File: config.mk
export PLATFORM = sky130hd
export DESIGN_NAME = hb_gate_seq
export DESIGN_NICKNAME = d
export VERILOG_FILES = /design/src/rtl/hb_gate_seq_pkg.sv /design/src/rtl/hb_gate_seq_sync.sv /design/src/rtl/hb_gate_seq_timer.sv /design/src/rtl/hb_gate_seq.sv
export SDC_FILE = /design/constraint.sdc
export NUM_CORES = 1
export LEC_CHECK = 0
export BUFFER_PORTS_ARGS = -buffer_cell sky130_fd_sc_hd__buf_2
export CORE_MARGIN = 1
export CORE_UTILIZATION = 61
export CTS_CLUSTER_SIZE = 40
export DETAILED_ROUTE_END_ITERATION = 12
export PLACE_DENSITY = 0.83
export SLEW_MARGIN = 20
export SYNTH_ARGS = -nofsm -noshare
export SYNTH_HDL_FRONTEND = slang
export SYNTH_SLANG_ARGS = --single-unit
File: constraint.sdc
create_clock -name clk -period 4.79 [get_ports clk]
set_input_delay 0.958 -clock clk [delete_from_list [all_inputs] [get_ports clk]]
set_output_delay 0.958 -clock clk [all_outputs]
set_load 0.02 [all_outputs]
File: src/rtl/hb_gate_seq_pkg.sv
package hb_gate_seq_pkg;

    typedef enum logic [2:0] {
        ST_OFF         = 3'd0,
        ST_HS_ON       = 3'd1,
        ST_WAIT_LS_OFF = 3'd2,
        ST_LS_ON       = 3'd3,
        ST_WAIT_HS_OFF = 3'd4
    } seq_state_t;

    localparam logic [1:0] CMD_LOW  = 2'b00;
    localparam logic [1:0] CMD_HIGH = 2'b10;

    localparam int SYNC_STAGES = 2;
    localparam int SYNC_BITS   = 7;

endpackage

File: src/rtl/hb_gate_seq_sync.sv
module hb_gate_seq_sync #(
    parameter int W      = 7,
    parameter int STAGES = 2
) (
    input  logic         clk,
    input  logic         rst_n,
    input  logic [W-1:0] d_async,
    output logic [W-1:0] d_sync
);

    logic [W-1:0] stage_q [STAGES];

    generate
        for (genvar s = 0; s < STAGES; s++) begin : g_stage
            if (s == 0) begin : g_first
                always_ff @(posedge clk or negedge rst_n) begin
                    if (!rst_n) stage_q[0] <= '0;
                    else        stage_q[0] <= d_async;
                end
            end else begin : g_next
                always_ff @(posedge clk or negedge rst_n) begin
                    if (!rst_n) stage_q[s] <= '0;
                    else        stage_q[s] <= stage_q[s-1];
                end
            end
        end
    endgenerate

    assign d_sync = stage_q[STAGES-1];

endmodule

File: src/rtl/hb_gate_seq_timer.sv
module hb_gate_seq_timer #(
    parameter int TW = 8
) (
    input  logic          clk,
    input  logic          rst_n,
    input  logic          clr,
    input  logic [TW-1:0] limit,
    output logic          expired
);

    localparam logic [TW-1:0] CNT_MAX = {TW{1'b1}};

    logic [TW-1:0] cnt_q;

    always_ff @(posedge clk or negedge rst_n) begin
        if (!rst_n)               cnt_q <= '0;
        else if (clr)             cnt_q <= '0;
        else if (cnt_q != CNT_MAX) cnt_q <= cnt_q + 1'b1;
    end

    assign expired = (limit != '0) && (cnt_q >= (limit - 1'b1));

endmodule

File: src/rtl/hb_gate_seq.sv
module hb_gate_seq
    import hb_gate_seq_pkg::*;
#(
    parameter int TMO_W  = 8,
    parameter bit TMO_EN = 1'b1
) (
    input  logic             clk,
    input  logic             rst_n,
    input  logic [1:0]       pwm_cmd,
    input  logic             drv_en,
    input  logic             supply_ok,
    input  logic             hs_gs_low,
    input  logic             sw_low,
    input  logic             ls_g_low,
    input  logic [TMO_W-1:0] tmo_limit,
    output logic             hs_gate,
    output logic             ls_gate,
    output logic             tmo_used
);

    logic [SYNC_BITS-1:0] raw_in, syn_in;
    logic [1:0]  cmd_s, cmd_prev_q;
    logic        run_s, hs_off_seen, ls_off_seen;
    logic        cmd_hi, cmd_lo, cmd_chg, in_wait;
    logic        tmo_exp, take_tmo;
    seq_state_t  state_q, state_d;

    assign raw_in = {pwm_cmd, drv_en, supply_ok, hs_gs_low, sw_low, ls_g_low};

    hb_gate_seq_sync #(.W(SYNC_BITS), .STAGES(SYNC_STAGES)) u_sync (
        .clk     (clk),
        .rst_n   (rst_n),
        .d_async (raw_in),
        .d_sync  (syn_in)
    );

    assign cmd_s       = syn_in[6:5];
    assign run_s       = syn_in[4] & syn_in[3];
    assign hs_off_seen = syn_in[2] | syn_in[1];
    assign ls_off_seen = syn_in[0];

    assign cmd_hi = (cmd_s == CMD_HIGH);
    assign cmd_lo = (cmd_s == CMD_LOW);

    always_ff @(posedge clk or negedge rst_n) begin
        if (!rst_n) cmd_prev_q <= CMD_LOW;
        else        cmd_prev_q <= cmd_s;
    end
    assign cmd_chg = (cmd_s != cmd_prev_q);

    assign in_wait = (state_q == ST_WAIT_LS_OFF) || (state_q == ST_WAIT_HS_OFF);

    generate
        if (TMO_EN) begin : g_tmo
            hb_gate_seq_timer #(.TW(TMO_W)) u_timer (
                .clk     (clk),
                .rst_n   (rst_n),
                .clr     (!in_wait || cmd_chg),
                .limit   (tmo_limit),
                .expired (tmo_exp)
            );
        end else begin : g_no_tmo
            assign tmo_exp = 1'b0;
        end
    endgenerate

    // State register
    always_ff @(posedge clk or negedge rst_n) begin
        if (!rst_n) state_q <= ST_OFF;
        else        state_q <= state_d;
    end

    // Next-state logic
    always_comb begin
        state_d = state_q;
        if (!run_s) begin
            state_d = ST_OFF;
        end else begin
            unique case (state_q)
                ST_OFF: begin
                    if (cmd_hi)      state_d = ST_WAIT_LS_OFF;
                    else if (cmd_lo) state_d = ST_WAIT_HS_OFF;
                end
                ST_HS_ON: begin
                    if (cmd_lo)       state_d = ST_WAIT_HS_OFF;
                    else if (!cmd_hi) state_d = ST_OFF;
                end
                ST_LS_ON: begin
                    if (cmd_hi)       state_d = ST_WAIT_LS_OFF;
                    else if (!cmd_lo) state_d = ST_OFF;
                end
                ST_WAIT_LS_OFF: begin
                    if (cmd_lo)                          state_d = ST_WAIT_HS_OFF;
                    else if (!cmd_hi)                    state_d = ST_OFF;
                    else if (ls_off_seen || tmo_exp)     state_d = ST_HS_ON;
                end
                ST_WAIT_HS_OFF: begin
                    if (cmd_hi)                          state_d = ST_WAIT_LS_OFF;
                    else if (!cmd_lo)                    state_d = ST_OFF;
                    else if (hs_off_seen || tmo_exp)     state_d = ST_LS_ON;
                end
                default: state_d = ST_OFF;
            endcase
        end
    end

    assign take_tmo = run_s && tmo_exp &&
        (((state_q == ST_WAIT_LS_OFF) && cmd_hi && !ls_off_seen) ||
         ((state_q == ST_WAIT_HS_OFF) && cmd_lo && !hs_off_seen));

    // Registered outputs
    always_ff @(posedge clk or negedge rst_n) begin
        if (!rst_n) begin
            hs_gate  <= 1'b0;
            ls_gate  <= 1'b0;
            tmo_used <= 1'b0;
        end else begin
            hs_gate <= (state_d == ST_HS_ON);
            ls_gate <= (state_d == ST_LS_ON);
            if (take_tmo) tmo_used <= 1'b1;
        end
    end

endmodule

======== Word level (Yosys, flattened, before mapping) ========
Index checks and enable logic that the tools add are counted.
cells by class
  add/sub/neg operators ................... 2
  multiply operators ...................... 0
  divide/modulo/power cells ............... 0
  $lt $le $gt $ge ......................... 1
  equal/unequal tests ..................... 9
  shift operators ......................... 0
  multiplexer cells ....................... 16
  bitwise logic cells ..................... 2
  reduce and logical (&&, ||, !) cells .... 19
operator list
  cell                   count
  $mux W3                13
  $mux W8                2
  $pmux W3 S5            1
  $eq A3 B2 Y1 const B   3
  $add A8 B1 Y8 const B  1
  $ge A8 B8 Y1           1
  $ne A8 B8 Y1 const B   1
  $reduce_bool A8 Y1     1
  $sub A8 B1 Y8 const B  1
  $logic_and A1 B1 Y1    7
  $eq A3 B1 Y1 const B   2
  $logic_or A1 B1 Y1     5
  $eq A3 B3 Y1 const B   1
  $logic_not A1 Y1       3
  $logic_not A3 Y1       1
  $eq A2 B2 Y1 const B   1
  $logic_not A2 Y1       1
  $ne A2 B2 Y1           1
  $reduce_bool A2 Y1     1
  $and A1 B1 Y1          1
  $or A1 B1 Y1           1
storage, ports and cells
  flip-flop bits (word level) ............. 30
  bits in latches ......................... 0
  bits in writable memories ............... 0
  memory bits (read-only) ................. 0
  bits of input ports ..................... 17
  output and inout port bits .............. 3
  logic and storage cells ................. 57
  memories ................................ 0

======== Depth between registers and ports, before layout ========
Gate-level depths: netlist of the first run.
  word-level depth ........................ 10
  gate-level depth with buffers ........... 10
  depth with buffers taken out ............ 10

======== By module ========
Synthesis of the first run repeated with hierarchy kept, for this count alone.
second synthesis, totals
  cells, all modules ...................... 143
  area, all modules ....................... 1529.0 µm²
by module, submodules not included
  module             instances  cells an instance  area each (µm²)  seq. area each (µm²)
  hb_gate_seq_timer  1          77                 686.9            200.2
  hb_gate_seq        1          45                 439.2            200.2
  hb_gate_seq_sync   1          21                 402.9            350.3

======== Worst setup path after synthesis of the first run ========
No wires, ideal clock.
  kind .................................... input port to flip-flop
  start point ............................. input port tmo_limit[3]
  end point ............................... register hs_gate
  setup time .............................. 0.120 ns
  data arrival time ....................... 3.037 ns
  data required time ...................... 4.670 ns
  path slack .............................. 1.634 ns
  cell stages on the path ................. 10
  buffers on the path ..................... 0
  cell sequence ........................... nor3_1 nand3_1 or3_1 xor2_1 ha_1 or4_4 a21oi_4 o31ai_2 a311oi_2 and3b_1
between the ends
  cells in the longest elaborated chain, start to end .. 10
ends and longest elaborated chain
  element                                RTL line                               source
  from (decl)                            hb_gate_seq.sv:15                      input logic [TMO_W-1:0] tmo_limit,
  $sub A8 B1 Y8                          hb_gate_seq_timer.sv:21                assign expired = (limit != '0) && (cnt_q >= (limit - 1'b1));
  $ge A8 B8 Y1                           hb_gate_seq_timer.sv:21
  $logic_and A1 B1 Y1 (*)                hb_gate_seq_timer.sv:21
  $logic_or A1 B1 Y1 (on tied branches)  hb_gate_seq.sv:100, hb_gate_seq.sv:95
  $mux W3 (on tied branches)             hb_gate_seq.sv:100, hb_gate_seq.sv:95
  $mux W3 (on tied branches)             hb_gate_seq.sv:99, hb_gate_seq.sv:94
  $mux W3 (on tied branches)             hb_gate_seq.sv:98, hb_gate_seq.sv:93
  $pmux W3 S5 (*)                        hb_gate_seq.sv:79                      unique case (state_q)
  $mux W3 (*)                            hb_gate_seq.sv:76                      if (!run_s) begin
  $eq A3 B1 Y1 (*)                       hb_gate_seq.sv:118                     hs_gate <= (state_d == ST_HS_ON);
  to (signal assigned)                   hb_gate_seq.sv:118
  to (decl)                              hb_gate_seq.sv:16                      output logic hs_gate,
Mark *: on every way between the ends. The rest lies on a longest branch, timed or not.
A chain may end at the register's enable or synchronous reset.

======== Final worst setup path of the first run ========
Ends and elaborated chain as after synthesis.

==> key figures, run 1 <==
Run status
  • Run status: finished clean

Floorplanning
  • Die X: 53 um
  • Io pins: 20
  • Initial core utilization: 64.0%
  • Row count: 18
  • Core ar.: 0.00248 mm^2
  • Total die area: 0.00281 mm^2
  • Die Ht: 53 um

Finish
  • Design area: 0.00180 mm^2
  • Most frequent cells in the layout: 30 x dfrtp_1, 19 x buf_2, 14 x nor2_1
  • Layout cells sized above 1: 19.5%
  • Post-Layout Cell Count: 199
  • Fin nets: 195
  • Commonest non-fill, non-tap cell in the layout: dfrtp_1
  • # diodes: 0
  • Area Growth Syn to Fin: 13.2%

STA
  • Minimum clock period: 3.07 ns
  • Rel. slew slack: 57.7%
  • Tcrit/Tclk final: 64.1%
  • Setup TNS: 0 ns
  • Final Worst Setup Slack: 1.72 ns
  • Slew @ Worst Pin: 0.634 ns
  • Fin. max-slew vios: 0
  • Fmax: 0.326 GHz
  • Setup-failing EPs final: 0
  • Unrepaired setup endpoints after global routing: false
  • Clock Skew: 0.0140 ns
  • Final Hold Fails: 0

Global routing
  • Vias in the first global route: 1,065
  • Largest net degree at the start of global routing: 31
  • Initial antenna violation count: 0
  • Met2 usage in global routing: 39.7%
  • Met3 Usage GRT: 8.05%
  • GRT met1 Usage: 29.5%
  • Tot GR Track Use: 24.6%
  • Grt ovf: 0
  • First-pass GRT wire length: 4.74 mm
  • Layer with the highest usage: met2

Place
  • Pre-CTS WS: 1.37 ns
  • Placed cell areas: 0.00169 mm^2
  • Port Buffers: 19
  • GPL Wtd Cong: 0.877
  • Placed Cells: 191
  • Post-DP HPWL: 2.01 mm

Min path
  • Hold Path Depth: 0
  • Min-delay worst type: flip-flop to flip-flop
  • Worst Hold Endpoint: u_sync.d_sync[1]
  • Min-delay src: u_sync.stage_q[8]

Clock tree
  • CTS tree: done
  • Hold buffer count at cts: 0
  • Htree depth: 2
  • # clock sinks: 30
  • Root Driver: clkbuf_4
  • Post-CTS Resized: 0
  • CTS Buf Count: 5
  • Clk slew on worst S/H paths: 0.10 ns
  • Post-CTS setup buffers: 0
  • Clock Path Buffers: 2
  • Worst-Skew Late Latency: 0.34 ns

Logic synthesis
  • Sequential area share after synthesis: 47.3%
  • Ys flop type: dfrtp_1
  • Area share of the largest cell type after synthesis: 47.3%
  • #FFs+latches synth: 30
  • Cell variety after synth: 48
  • Number of enable flip-flop cells after synthesis: 0
  • Synthesis Warnings: 0
  • Syn Area/Cell: 10.7 um^2
  • Synth area leaders: dfrtp_1 47%, ha_1 7.9%, xor2_1 4.4%
  • Mapped Cells: 148
  • Share of flip-flops with an asynchronous set or reset: 100%
  • Synth Cell Area: 0.00159 mm^2
  • Yosys top cell by area: dfrtp_1
  • Syn nets: 175

Drt
  • Antenna-violating nets left: 0
  • Drt pass-1 iters: 4
  • Vias: 1,204
  • Initial drt markers: 30
  • DR DRC count: 0
  • Via density: 6.05
  • Wirelength per Cell: 14.3 um
  • WL final: 2.84 mm

Pwr
  • VDD IR-drop max: 0.286 mV
  • P_leak: 0.855 nW
  • Pwr/cell area: 319 mW/mm^2

Critical path
  • Arr. time, crit path: 3.31 ns
  • Critical R2R Capture: hs_gate
  • Critical Path Max Stage Delay: 0.43 ns
  • Critical-path cell list: buf_2 -> nor3_1 -> nand3_1 -> or3_1 -> xor2_1 -> ha_1 -> or4_4 -> a21oi_4 -> o31ai_2 -> a311oi_2 -> and3b_1
  • Buf+Inv Stages, Crit Path: 1
  • R2R cell count: 6
  • CP Launch Type: input port
  • CP max stage cell: or4_4
  • Crit Path Class: input port to flip-flop
  • CP max FO: 4
  • Cell family with most CP delay: simple AND/OR/NAND/NOR gates
  • R2R Setup Slk: 2.73 ns
  • Crit path capture type: flip-flop
  • Start of the worst register-to-register path: g_tmo.u_timer.cnt_q[2]
  • Worst EP required: 5.03 ns

Flow run
  • Max Cap Violations: 0
==> sequential cells by signal, summed over array words and instances (netlist names) <==
register / cells
u_sync.stage_q: 7
hs_gate: 1
cmd_prev_q: 2
ls_gate: 1
g_tmo.u_timer.cnt_q: 8
u_sync.d_sync: 7
tmo_used: 1
state_q: 3
==> cells by family (layout without fill, tap and decap cells) <==
group	after synthesis	in the layout	share of synthesized area [%]
buffers and inverters	11	32	3.31
AO/OA/AOI/OAI	29	29	14.7
XOR/XNOR	12	12	6.62
flip-flops	30	30	47.3
AND/OR/NAND/NOR	55	55	19.6
multiplexers	1	1	0.631
adder cells (fa/ha/maj)	10	10	7.89
==> power breakdown <==
part | switching, mW | internal (mW) | leakage [nW] | total (mW)
combinational | 0.0236 | 0.0181 | 0.415 | 0.0417
sequential | 0.00714 | 0.261 | 0.381 | 0.268
clock | 0.0872 | 0.177 | 0.0585 | 0.264
==> stage by stage <==
step                      total power, mW  utilization [%]  hold WS (ns)
after global placement              0.312             68.0         0.333
final                               0.574             72.5         0.339
after global routing                0.601             72.5         0.340
after detailed placement            0.315             68.0         0.335
after CTS                           0.583             72.5         0.341
after floorplan                     0.296                -         0.331
==> metal layers <==
layer | wire length (um) | part of all wire, %
met3 | 142 | 5.0
met1 | 1280 | 45
met2 | 1360 | 48
met4 | 56 | 2.0
met5 | 0 | 0
==> cell type report <==
cell class | count | area [um^2]
Clock buffer | 6 | 51.3
Inverter | 5 | 18.8
Multi-Input combinational cell | 107 | 783
Tap cell | 30 | 37.5
Fill cell | 167 | 681
Sequential cell | 30 | 751
Clock inverter | 2 | 60.1
Timing Repair Buffer | 19 | 95.1
==> how the worst max path moves through the flow <==
stage                             from       to  depth (start not counted)
after global routing      tmo_limit[2]  hs_gate                         10
after floorplan           tmo_limit[3]  hs_gate                         10
after detailed placement  tmo_limit[3]  hs_gate                         11
after global placement    tmo_limit[3]  hs_gate                         11
after CTS                 tmo_limit[3]  hs_gate                         11
final                     tmo_limit[3]  hs_gate                         11
==> cells in the mapped netlist (2+ instances only) <==
master    instances
clkbuf_1          2
a211oi_1          2
buf_2             3
a21oi_1           4
nor2_1           14
a31oi_1           2
o21ai_0           4
dfrtp_1          30
nand3_1           8
ha_1             10
and3b_1           3
xor2_1            8
nand2_1           5
and3_1            5
nor4_1            2
xnor2_1           4
inv_1             5
nor3b_1           2
nand4_1           2
nor3_1            5
No activity file was read; power rests on OpenSTA's default activity.
==> run 2, diff against run 1 <==
- CORE_UTILIZATION: 61 -> 51
- PLACE_DENSITY: 0.83 -> 0.74
- clock period: 4.79 -> 2.7 ns (I/O delays scaled with it)
==> key figures, run 2 (synthesis results as in run 1) <==
Run status
  • Run status: finished with violations
  • Failing checks: DRC, setup timing

Floorplanning
  • Total die area: 0.00334 mm^2
  • Row count: 19
  • Io pins: 20
  • Core ar.: 0.00285 mm^2
  • Initial core utilization: 55.6%
  • Die Ht: 57.8 um
  • Die X: 57.8 um

Critical path
  • CP Launch Type: input port
  • CP max FO: 3
  • Crit path capture type: flip-flop
  • Worst EP required: 2.91 ns
  • Crit Path Class: input port to flip-flop
  • Arr. time, crit path: 2.92 ns

Clock tree
  • CTS tree: done
  • Clock Path Buffers: 2
  • Hold buffer count at cts: 0
  • CTS Buf Count: 5
  • # clock sinks: 30
  • Clk slew on worst S/H paths: 0.10 ns
  • Htree depth: 2
  • Worst-Skew Late Latency: 0.32 ns
  • Root Driver: clkbuf_4

STA
  • Slew @ Worst Pin: 0.656 ns
  • Final Hold Fails: 0
  • Tcrit/Tclk final: 100%
  • Fmax: 0.370 GHz
  • Rel. slew slack: 55.1%
  • Clock Skew: 0.00723 ns
  • Setup-failing EPs final: 1
  • Minimum clock period: 2.70 ns
  • Final Worst Setup Slack: -0.00247 ns
  • Fin. max-slew vios: 0

Global routing
  • Vias in the first global route: 1,162
  • Grt ovf: 0
  • First-pass GRT wire length: 5.01 mm
  • Initial antenna violation count: 0
  • Largest net degree at the start of global routing: 31
  • Tot GR Track Use: 20.4%

Finish
  • Fill cell count: 230
  • Layout cells sized above 1: 28.9%
  • # diodes: 0
  • Post-Layout Cell Count: 211
  • Final Util: 66.7%
  • Area Growth Syn to Fin: 20.0%
  • Largest register by flop count: g_tmo.u_timer.cnt_q
  • Fin nets: 206
  • Commonest non-fill, non-tap cell in the layout: dfrtp_1
  • Most frequent cells in the layout: 30 x dfrtp_1, 17 x buf_2, 14 x nor2_1
  • Max reg flops: 8

Place
  • Placed Cells: 201
  • Port Buffers: 19
  • GPL Wtd Cong: 0.932
  • Post-DP HPWL: 2.20 mm

Drt
  • Initial drt markers: 42
  • Drt pass-1 iters: 8
  • Vias: 1,204
  • DR DRC count: 3
  • Wirelength per Cell: 14.7 um
  • WL final: 3.10 mm
  • Antenna-violating nets left: 0
  • Via density: 5.71

Min path
  • Min-delay worst type: input port to asynchronous set/reset pin

Pwr
  • VDD IR-drop max: 0.395 mV
  • Pwr/cell area: 443 mW/mm^2
  • P_leak: 0.896 nW

Flow run
  • Max Cap Violations: 0
==> run 2: what timing repair did <==
item	in CTS	in global routing
setup buffers	0	2
setup endpoints to repair	0	3
gates resized for setup	0	12
==> run 2: cell type report <==
type | count | area [um^2] | share of cell area (%)
clock buffer | 6 | 51.3 | 2.70
tap | 31 | 38.8 | 2.04
timing repair buffer | 30 | 190 | 9.99
sequential | 30 | 751 | 39.4
multi-input combinational | 107 | 841 | 44.2
inverter | 5 | 18.8 | 0.986
clock inverter | 2 | 12.5 | 0.657
==> run 2: critical path, cell delays in order <==
cell,delay (ns)
buf_6,0.10
nor3_4,0.17
nand3_1,0.12
or3_4,0.40
xor2_2,0.16
ha_2,0.18
or4_4,0.43
a21oi_4,0.17
o31ai_4,0.08
a311oi_2,0.34
and3b_1,0.22
==> run 2: power by group <==
group          leakage (nW)  internal (mW)  switching, mW
sequential            0.381          0.463         0.0127
combinational         0.481         0.0425         0.0497
clock                0.0343          0.125          0.150
total                 0.896          0.630          0.213
==> run 2: per-layer routing <==
| layer | vias to the layer above | GRT usage (%) | share of wire (%) |
|---|---|---|---|
| met5 | - | 0 | 0 |
| met4 | 0 | 9.86 | 1.2 |
| met3 | 4 | 6.92 | 4.4 |
| met2 | 38 | 30.9 | 50 |
| met1 | 562 | 26.5 | 44 |
| li1 | 600 | - | - |
==> run 2: stage by stage <==
| step | hold slack, ns | power [mW] | setup slack (ns) | TNS, ns | area, um^2 |
|---|---|---|---|---|---|
| 2_1_floorplan | 0.244 | 0.526 | 0.000222 | 0 | 1590 |
| 3_3_place_gp | 0.335 | 0.561 | -0.149 | -0.494 | 1750 |
| 3_5_place_dp | 0.335 | 0.565 | -0.252 | -1.07 | 1750 |
| 4_1_cts | 0.242 | 0.843 | 0.0745 | 0 | 1820 |
| 5_1_grt | 0.279 | 0.886 | -0.0665 | -0.0999 | 1900 |
| 6_report | 0.227 | 0.843 | -0.00247 | -0.00247 | 1900 |
==> run 2: path summary, 6_finish.rpt <==
kind,startpoint,endpoint,slack [ns],cells past startpoint
max,tmo_limit[4],hs_gate,-0.002,11
min,rst_n,state_q[2],0.23,1
max reg2reg,g_tmo.u_timer.cnt_q[3],hs_gate,0.58,6
min reg2reg,u_sync.stage_q[7],u_sync.d_sync[0],0.35,0
max in group asynchronous,rst_n,u_sync.stage_q[7],2.06,1
min in group clk,sw_low,u_sync.stage_q[8],0.33,1
==> run 3, diff against run 2 <==
- CORE_UTILIZATION: 51 -> 25
- PLACE_DENSITY: 0.74 -> unset
==> key figures, run 3 (synthesis results as in run 1) <==
Run status
  • Run status: finished clean

Critical path
  • R2R Setup Slk: 0.57 ns
  • Worst EP required: 2.88 ns
  • Buf+Inv Stages, Crit Path: 1
  • Crit path capture type: flip-flop
  • Crit Path Class: input port to flip-flop
  • Arr. time, crit path: 2.80 ns
  • Cell family with most CP delay: simple AND/OR/NAND/NOR gates
  • Start of the worst register-to-register path: g_tmo.u_timer.cnt_q[3]
  • CP Launch Type: input port
  • R2R cell count: 6
  • Critical R2R Capture: hs_gate
  • Critical Path Max Stage Delay: 0.43 ns
  • CP max FO: 3
  • Critical-path cell list: buf_6 -> nor3_2 -> nand3_1 -> or3_1 -> xor2_1 -> ha_2 -> or4_4 -> a21oi_4 -> o31ai_4 -> a311oi_2 -> and3b_1
  • CP max stage cell: or4_4

Finish
  • # diodes: 0
  • Most frequent cells in the layout: 30 x dfrtp_1, 17 x buf_2, 14 x nor2_1
  • Post-Layout Cell Count: 257
  • Layout cells sized above 1: 29.1%
  • Final Util: 33.0%
  • Largest register by flop count: g_tmo.u_timer.cnt_q
  • Fill cell count: 633
  • Area Growth Syn to Fin: 25.2%
  • Max reg flops: 8
  • Commonest non-fill, non-tap cell in the layout: dfrtp_1
  • Fin nets: 208

STA
  • Fin. max-slew vios: 0
  • Slew @ Worst Pin: 0.654 ns
  • Setup-failing EPs final: 0
  • Clock Skew: 0.00715 ns
  • Hold slack: 0.275 ns
  • Fmax: 0.381 GHz
  • Minimum clock period: 2.62 ns
  • Final Hold Fails: 0
  • Unrepaired setup endpoints after global routing: true
  • Tcrit/Tclk final: 97.2%
  • Rel. slew slack: 56.4%

Global routing
  • Grt ovf: 0
  • Initial antenna violation count: 0
  • Largest net degree at the start of global routing: 31
  • First-pass GRT wire length: 5.18 mm
  • Vias in the first global route: 1,179
  • Tot GR Track Use: 10.3%

Place
  • GPL Wtd Cong: 0.811
  • Placed Cells: 248
  • Port Buffers: 19
  • Post-DP HPWL: 2.26 mm

Pwr
  • Seq pwr share: 50.1%
  • P_leak: 0.911 nW
  • VDD IR-drop max: 0.326 mV
  • Power Total: 0.951 mW
  • Clock power share: 40.3%
  • Net Sw Frac: 25.1%
  • NetSw: 0.239 mW
  • Pwr/cell area: 479 mW/mm^2
  • Cell internal pwr: 0.712 mW
  • Combinational power share: 9.6%

Floorplanning
  • Core ar.: 0.00603 mm^2
  • Die X: 81.7 um
  • Row count: 28
  • Total die area: 0.00667 mm^2
  • Initial core utilization: 26.3%
  • Io pins: 20
  • Die Ht: 81.7 um

Clock tree
  • Clock Path Buffers: 2
  • # clock sinks: 30
  • Root Driver: clkbuf_8
  • CTS Buf Count: 5
  • Clk slew on worst S/H paths: 0.07 ns
  • CTS tree: done
  • Hold buffer count at cts: 0
  • Worst-Skew Late Latency: 0.29 ns
  • Htree depth: 2

Drt
  • Wirelength per Cell: 12.1 um
  • Drt pass-1 iters: 4
  • WL final: 3.11 mm
  • Initial drt markers: 48
  • Vias: 1,197
  • Antenna-violating nets left: 0
  • DR DRC count: 0
  • Via density: 4.66

Flow run
  • Max Cap Violations: 0

Min path
  • Min-delay worst type: input port to asynchronous set/reset pin
run 3: how the worst max path moves through the flow:
stage                    to  cells after the start    startpoint  slack (ns)
floorplan           hs_gate                     10  tmo_limit[3]      0.0002
global placement    hs_gate                     11  tmo_limit[3]       -0.21
detailed placement  hs_gate                     11  tmo_limit[3]       -0.27
CTS                 hs_gate                     11  tmo_limit[3]        0.02
global route        hs_gate                     11  tmo_limit[3]       -0.05
finish              hs_gate                     11  tmo_limit[3]        0.08
run 3: area by class of cell:
type / instances / area, um^2 / share of cell area, %
multi-input cells: 107 / 822 / 41.4
flip-flops and latches: 30 / 751 / 37.8
repair buffers: 32 / 205 / 10.3
well taps: 75 / 93.8 / 4.73
clock buffers: 6 / 82.6 / 4.16
inverters: 5 / 18.8 / 0.945
clock inverters: 2 / 12.5 / 0.630
run 3: power by group through the flow:
stage	clock network, mW	logic (mW)	registers [mW]
2_1_floorplan	0	0.0475	0.478
3_3_place_gp	0	0.0842	0.484
3_5_place_dp	0	0.0852	0.485
4_1_cts	0.395	0.0858	0.476
5_1_grt	0.406	0.103	0.478
6_report	0.383	0.0917	0.476
run 3: metal layers:
metal / up-vias / part of all wire, % / GRT usage, %
met5: - / 0 / 0
met4: 0 / 1.3 / 4.39
met3: 5 / 3.8 / 3.22
met2: 24 / 47 / 16.8
met1: 561 / 48 / 12.6
li1: 607 / - / -
run 3: repair_timing:
action,in CTS,in global routing
endpoints found under the setup margin,0,4
resized for setup,0,10
setup buffers,0,1
run 3: stage by stage:
step	setup slack, ns	cell area (um^2)	setup TNS [ns]
floorplan	0.000222	1590	0
global placement	-0.206	1830	-0.858
detailed placement	-0.271	1830	-1.08
CTS	0.0235	1930	0
global route	-0.0535	1990	-0.0714
finish	0.0762	1990	0
